File: config.mk
export PLATFORM = sky130hd
export DESIGN_NAME = coal_engine
export DESIGN_NICKNAME = d
export VERILOG_FILES = /design/src/rtl/coal_pkg.sv /design/src/rtl/coal_pick.sv /design/src/rtl/coal_vec_match.sv /design/src/rtl/coal_engine.sv
export SDC_FILE = /design/constraint.sdc
export NUM_CORES = 1
export LEC_CHECK = 0
export BUFFER_PORTS_ARGS = -buffer_cell sky130_fd_sc_hd__buf_2
export CORE_MARGIN = 5
export CORE_UTILIZATION = 55
export DETAILED_ROUTE_END_ITERATION = 16
export GPL_ROUTABILITY_DRIVEN = 0
export PLACE_DENSITY = 0.86
export SLEW_MARGIN = 20
export SYNTH_ARGS = -nofsm -noshare
export SYNTH_HDL_FRONTEND = slang
export SYNTH_HIERARCHICAL = 1
export SYNTH_SLANG_ARGS = --single-unit
export TNS_END_PERCENT = 5
File: constraint.sdc
create_clock -name clk -period 7.4 [get_ports clk]
set_input_delay 0.74 -clock clk [delete_from_list [all_inputs] [get_ports clk]]
set_output_delay 0.74 -clock clk [all_outputs]
set_load 0.005 [all_outputs]
File: src/rtl/coal_pkg.sv
package coal_pkg;
    // Trigger-mode encoding of each bit of pin_level
    typedef enum logic {
        TRIG_EDGE  = 1'b0,
        TRIG_LEVEL = 1'b1
    } trig_e;
endpackage

File: src/rtl/coal_pick.sv
// Lowest-index finder over a request vector
module coal_pick #(
    parameter int N  = 24,
    parameter int IW = 5
) (
    input  logic [N-1:0]  req,
    output logic          hit,
    output logic [IW-1:0] idx
);
    always_comb begin
        hit = |req;
        idx = '0;
        for (int i = N - 1; i >= 0; i--) begin
            if (req[i]) idx = IW'(i);
        end
    end
endmodule

File: src/rtl/coal_vec_match.sv
// Per-line compare of the end-of-interrupt vector against each entry
module coal_vec_match #(
    parameter int N  = 24,
    parameter int VW = 8
) (
    input  logic [N*VW-1:0] vecs,
    input  logic [VW-1:0]   key,
    input  logic            en,
    output logic [N-1:0]    hit
);
    for (genvar g = 0; g < N; g++) begin : g_cmp
        assign hit[g] = en && (vecs[g*VW +: VW] == key);
    end
endmodule

File: src/rtl/coal_engine.sv
module coal_engine #(
    parameter int N       = 24,
    parameter int VW      = 8,
    parameter int RTC_PIN = 8,
    localparam int IW     = $clog2(N)
) (
    input  logic            clk,
    input  logic            rst_n,
    input  logic [N-1:0]    line_set,
    input  logic [N-1:0]    line_clr,
    input  logic [N-1:0]    pin_mask,
    input  logic [N-1:0]    pin_level,
    input  logic [N*VW-1:0] pin_vector,
    input  logic            entry_wr,
    input  logic [IW-1:0]   entry_wr_pin,
    input  logic            eoi_valid,
    input  logic [VW-1:0]   eoi_vector,
    output logic            dlv_valid,
    output logic [IW-1:0]   dlv_pin,
    output logic [VW-1:0]   dlv_vector
);
    import coal_pkg::*;

    localparam logic [IW-1:0] RTC_IDX = IW'(RTC_PIN);

    typedef struct packed {
        logic [N-1:0]  level;
        logic [N-1:0]  remote;
        logic [N-1:0]  req;
        logic          rtc_pend;
        logic          dlv_valid;
        logic [IW-1:0] dlv_pin;
        logic [VW-1:0] dlv_vec;
    } state_t;

    state_t st_d, st_q;

    logic          pick_hit;
    logic [IW-1:0] pick_idx;
    logic [N-1:0]  eoi_hit;
    logic          go;

    coal_pick #(.N(N), .IW(IW)) u_pick (
        .req (st_q.req),
        .hit (pick_hit),
        .idx (pick_idx)
    );

    coal_vec_match #(.N(N), .VW(VW)) u_match (
        .vecs (pin_vector),
        .key  (eoi_vector),
        .en   (eoi_valid),
        .hit  (eoi_hit)
    );

    always_comb begin
        st_d           = st_q;
        st_d.dlv_valid = 1'b0;
        st_d.dlv_pin   = '0;
        st_d.dlv_vec   = '0;
        go             = 1'b0;

        // retire the lowest queued request, gated by mask and pending flags
        if (pick_hit) begin
            st_d.req[pick_idx] = 1'b0;
            go = !pin_mask[pick_idx]
              && !(pin_level[pick_idx] && st_q.remote[pick_idx])
              && !(pick_idx == RTC_IDX && st_q.rtc_pend);
        end

        // acknowledgement clears flags before a new delivery may set them
        st_d.remote = st_q.remote & ~(eoi_hit & pin_level);
        if (eoi_hit[RTC_PIN]) st_d.rtc_pend = 1'b0;

        if (go) begin
            st_d.dlv_valid = 1'b1;
            st_d.dlv_pin   = pick_idx;
            st_d.dlv_vec   = pin_vector[pick_idx*VW +: VW];
            if (pin_level[pick_idx]) st_d.remote[pick_idx] = 1'b1;
            else if (pick_idx == RTC_IDX) st_d.rtc_pend = 1'b1;
        end

        // line events: clear wins over set, edge re-assert while high is dropped
        for (int p = 0; p < N; p++) begin
            if (line_clr[p]) begin
                st_d.level[p] = 1'b0;
            end else if (line_set[p]
                         && !(trig_e'(pin_level[p]) == TRIG_EDGE && st_q.level[p])) begin
                st_d.level[p] = 1'b1;
                st_d.req[p]   = 1'b1;
            end
        end

        // re-inject every line still high after an acknowledgement
        if (eoi_valid) st_d.req = st_d.req | st_d.level;

        // entry rewrite unmasking a high level line
        if (entry_wr && pin_level[entry_wr_pin] && !pin_mask[entry_wr_pin]
            && st_d.level[entry_wr_pin]) begin
            st_d.req[entry_wr_pin] = 1'b1;
        end
    end

    always_ff @(posedge clk or negedge rst_n) begin
        if (!rst_n) st_q <= '0;
        else        st_q <= st_d;
    end

    assign dlv_valid  = st_q.dlv_valid;
    assign dlv_pin    = st_q.dlv_pin;
    assign dlv_vector = st_q.dlv_vec;


    rtc_block_chk: assert property (@(posedge clk) disable iff (!rst_n)
        st_q.rtc_pend |=> !(dlv_valid && dlv_pin == RTC_IDX));

    for (genvar g = 0; g < N; g++) begin : g_chk

        masked_quiet_chk: assert property (@(posedge clk) disable iff (!rst_n)
            pin_mask[g] |=> !(dlv_valid && dlv_pin == IW'(g)));

        remote_block_chk: assert property (@(posedge clk) disable iff (!rst_n)
            (st_q.remote[g] && pin_level[g]) |=> !(dlv_valid && dlv_pin == IW'(g)));

        remote_src_chk: assert property (@(posedge clk) disable iff (!rst_n)
            $rose(st_q.remote[g]) |-> (dlv_valid && dlv_pin == IW'(g)));
    end
endmodule

==> out/qor.yml <==
synth_edf_count: 0
grtUsageTotal_pct: 35.37
yosysTopAreaCellShare_pct: 22.61
yosysSeqAreaShare_pct: 22.61
r2r_slack_ps: 2880
maxCapViolCount: 0
cts_tree: "done"
power_switching_mw: 1.119
comb_power_share_pct: 60.2
synth_cells: 989
post_cts_hold_buffer_count: 0
tns_ps: 0
worst_ep_required_time_ps: 7620
synth.net_count: 1294
start_kind: "flop"
antenna_found_initial: 8
max_slew_margin_pct: 31.76
critPathCaptureType: "flop"
drc: 0
die_area_um2: 20250
drive_gt1_share_pct: 37.78
hpwl_um: 29030
antenna_left: 0
rsz0062_at_grt: "no"
path_clk_slew_ps: 60
cp-startpoint: "st_q[37]"
period_share_pct: 61.07
grt_max_degree: 88
core_region_area_um2: 17240
avgViaCountPerCell: 6.605
cts_buffer_depth: 2
htree_levels: 3
multi_input_area_um2: 6743
finalHoldViolCount: 0
p_int_mw: 1.568
critPathKind: "reg -> reg"
drt_wl_total_um: 37080
grt-ovfl-total: 0
synth_area_um2: 9628
regArea_um2: 2177
root_buffer: "clkbuf_16"
powerDensity_nw_per_um2: 238.8
drt-initial-drc-count: 1331
met1_length_um: 12450
path_max_fanout: 43
highest_layer: "met4"
hold_ws_ps: 441.2
cts_buffers: 9
syn_to_final_growth_pct: 16.84
final_nets: 1552
hp-class: "in -> async"
start_util_pct: 55.86
io_pins: 319
skew_ps: 6.524
cts.sinks: 87
pre_cts_slack_ps: 2950
status: "complete, no violations"
avgSynthCellArea_um2: 9.735
grt_pass1_vias: 9951
period_minus_slack_ps: 4519
worst_pin_slew_ps: 997.7
synthFlopType: "dfrtp_1"
max_freq_mhz: 221.3
fp.dieW_um: 142.3
cp-endpoint: "dlv_vector[0]"
p_seq_share_pct: 21.2
setup_viol_count_final: 0
firstDrtPassIters: 7
rows: 48
slew_violations: 0
cts-resized-gates: 0
ys_warn_count: 6
insertion_delay_ps: 350
die_height_um: 142.3
synth_async_sr_flop_share_pct: 100.0
wl_met2_um: 17690
r2r-start: "st_q[37]"
ff2ff_path_depth: 11
synth_top_cell_by_area: "dfrtp_1"
fill_cells: 1356
post-cts-setup-buffers: 0
cp_slowest_cell: "buf_4"
ys_ff_latch: 87
crit_chain: "nand2b_1, a221oi_1, o211ai_1, o211ai_1, buf_4, buf_4, mux4_2, a22o_1, nor3_1, o211ai_4, nor4_1"
synth_cell_types: 70
worst_slack_ps: 2881
wl_per_cell_um: 24.99
p_leak_nw: 4.372
synthTopCellsByArea: "dfrtp_1 23%, mux4_2 18%, xnor2_1 17%, nand2_1 3.9%, nor2_1 2.6%"
vias: 9802
swShare_pct: 41.64
fin_util_pct: 65.27
io_buffers: 318
grt_pass1_wl_um: 55230
p_clk_share_pct: 18.6
r2r_end: "dlv_vector[0]"
ir_worst_vdd_v: 0.0002610
cp.arrival_ps: 4740
route.met3.wl_um: 4884
slowest_delay_ps: 750
==> worst min-delay path by stage <==
stage,from,to,slack [ps],cells past startpoint
after floorplan,rst_n,dlv_pin[0],440,0
after global placement,st_q[45],st_q[45],450,2
after detailed placement,st_q[54],st_q[54],470,2
after CTS,st_q[54],st_q[54],480,2
after global routing,st_q[44],st_q[44],510,2
final,rst_n,st_q[82],440,1
==> layout make-up <==
class,count,share of cell area [%]
Multi-Input combinational cell,809,59.94
Sequential cell,87,19.35
Timing Repair Buffer,325,14.67
Tap cell,225,2.503
Clock buffer,11,2.158
Clock inverter,5,0.7229
Inverter,15,0.5005
Antenna cell,7,0.1557
==> sequential cells by signal (all words and copies together) (netlist names) <==
signal / count
dlv_pin: 5
dlv_valid: 1
dlv_vector: 8
st_q: 73
==> synthesized netlist by cell type, drive strengths merged (10+ instances only) <==
cell type and number:
nand3 32, clkbuf 20, xnor2 192, a22oi 31
a31o 10, nor3 39, nor2 67, o21ai 61
o22ai 17, dfrtp 87, a32o 10, mux4 77
buf 58, nor4 13, a21oi 11, nand2b 29
nand2 101, inv 14, nand4 26
==> placed cells by master, fill, tap and decap left out, types with 11 or more instances in the layout <==
cell | synthesis | final
a21oi_1 | 11 | 11
a22oi_1 | 30 | 30
buf_2 | 12 | 317
dfrtp_1 | 87 | 87
mux4_2 | 77 | 77
nand2_1 | 101 | 101
nand2b_1 | 29 | 29
nand3_1 | 32 | 32
nand4_1 | 26 | 26
nor2_1 | 66 | 66
nor3_1 | 15 | 15
nor3_2 | 24 | 24
o21ai_0 | 49 | 49
o21ai_1 | 11 | 11
o22ai_1 | 17 | 17
xnor2_1 | 192 | 192
==> metrics by stage <==
stage | instances | total power [mW] | instance area [um^2]
2_1_floorplan | 989 | 1.802 | 9628
3_3_place_gp | 1461 | 2.116 | 10900
3_5_place_dp | 1461 | 2.156 | 10900
4_1_cts | 1477 | 2.656 | 11230
5_1_grt | 1484 | 2.808 | 11250
6_report | 1484 | 2.687 | 11250
==> worst max-delay path, delay by kind of cell (launching register included) <==
kind	cells	cell delay [ps]
flops	1	400
compound gates	5	1200
simple gates	3	900
mux	1	590
buf+inv	2	1250
==> cells by family after synthesis <==
family | count (synthesis) | synth area share, %
buffers and inverters | 93 | 7.511
xor gates and xnor gates | 192 | 17.47
DFF | 87 | 22.61
and+or+nand+nor | 346 | 19.66
muxes | 80 | 18.36
AOI/OAI and AO/OA | 191 | 14.39
==> routing by layer <==
metal / track usage, % / vias up
li1: - / 4170
met1: 42.06 / 4629
met2: 58.98 / 840
met3: 9.845 / 163
met4: 17.81 / 0
met5: 0 / -
==> power by group through the flow <==
stage | combinational, mW | clock, mW | sequential (mW)
2_1_floorplan | 1.24 | 0 | 0.565
4_1_cts | 1.59 | 0.502 | 0.568
3_3_place_gp | 1.54 | 0 | 0.574
5_1_grt | 1.71 | 0.522 | 0.575
3_5_place_dp | 1.58 | 0 | 0.576
6_report | 1.62 | 0.500 | 0.569
(Power assumes the default switching activity.)
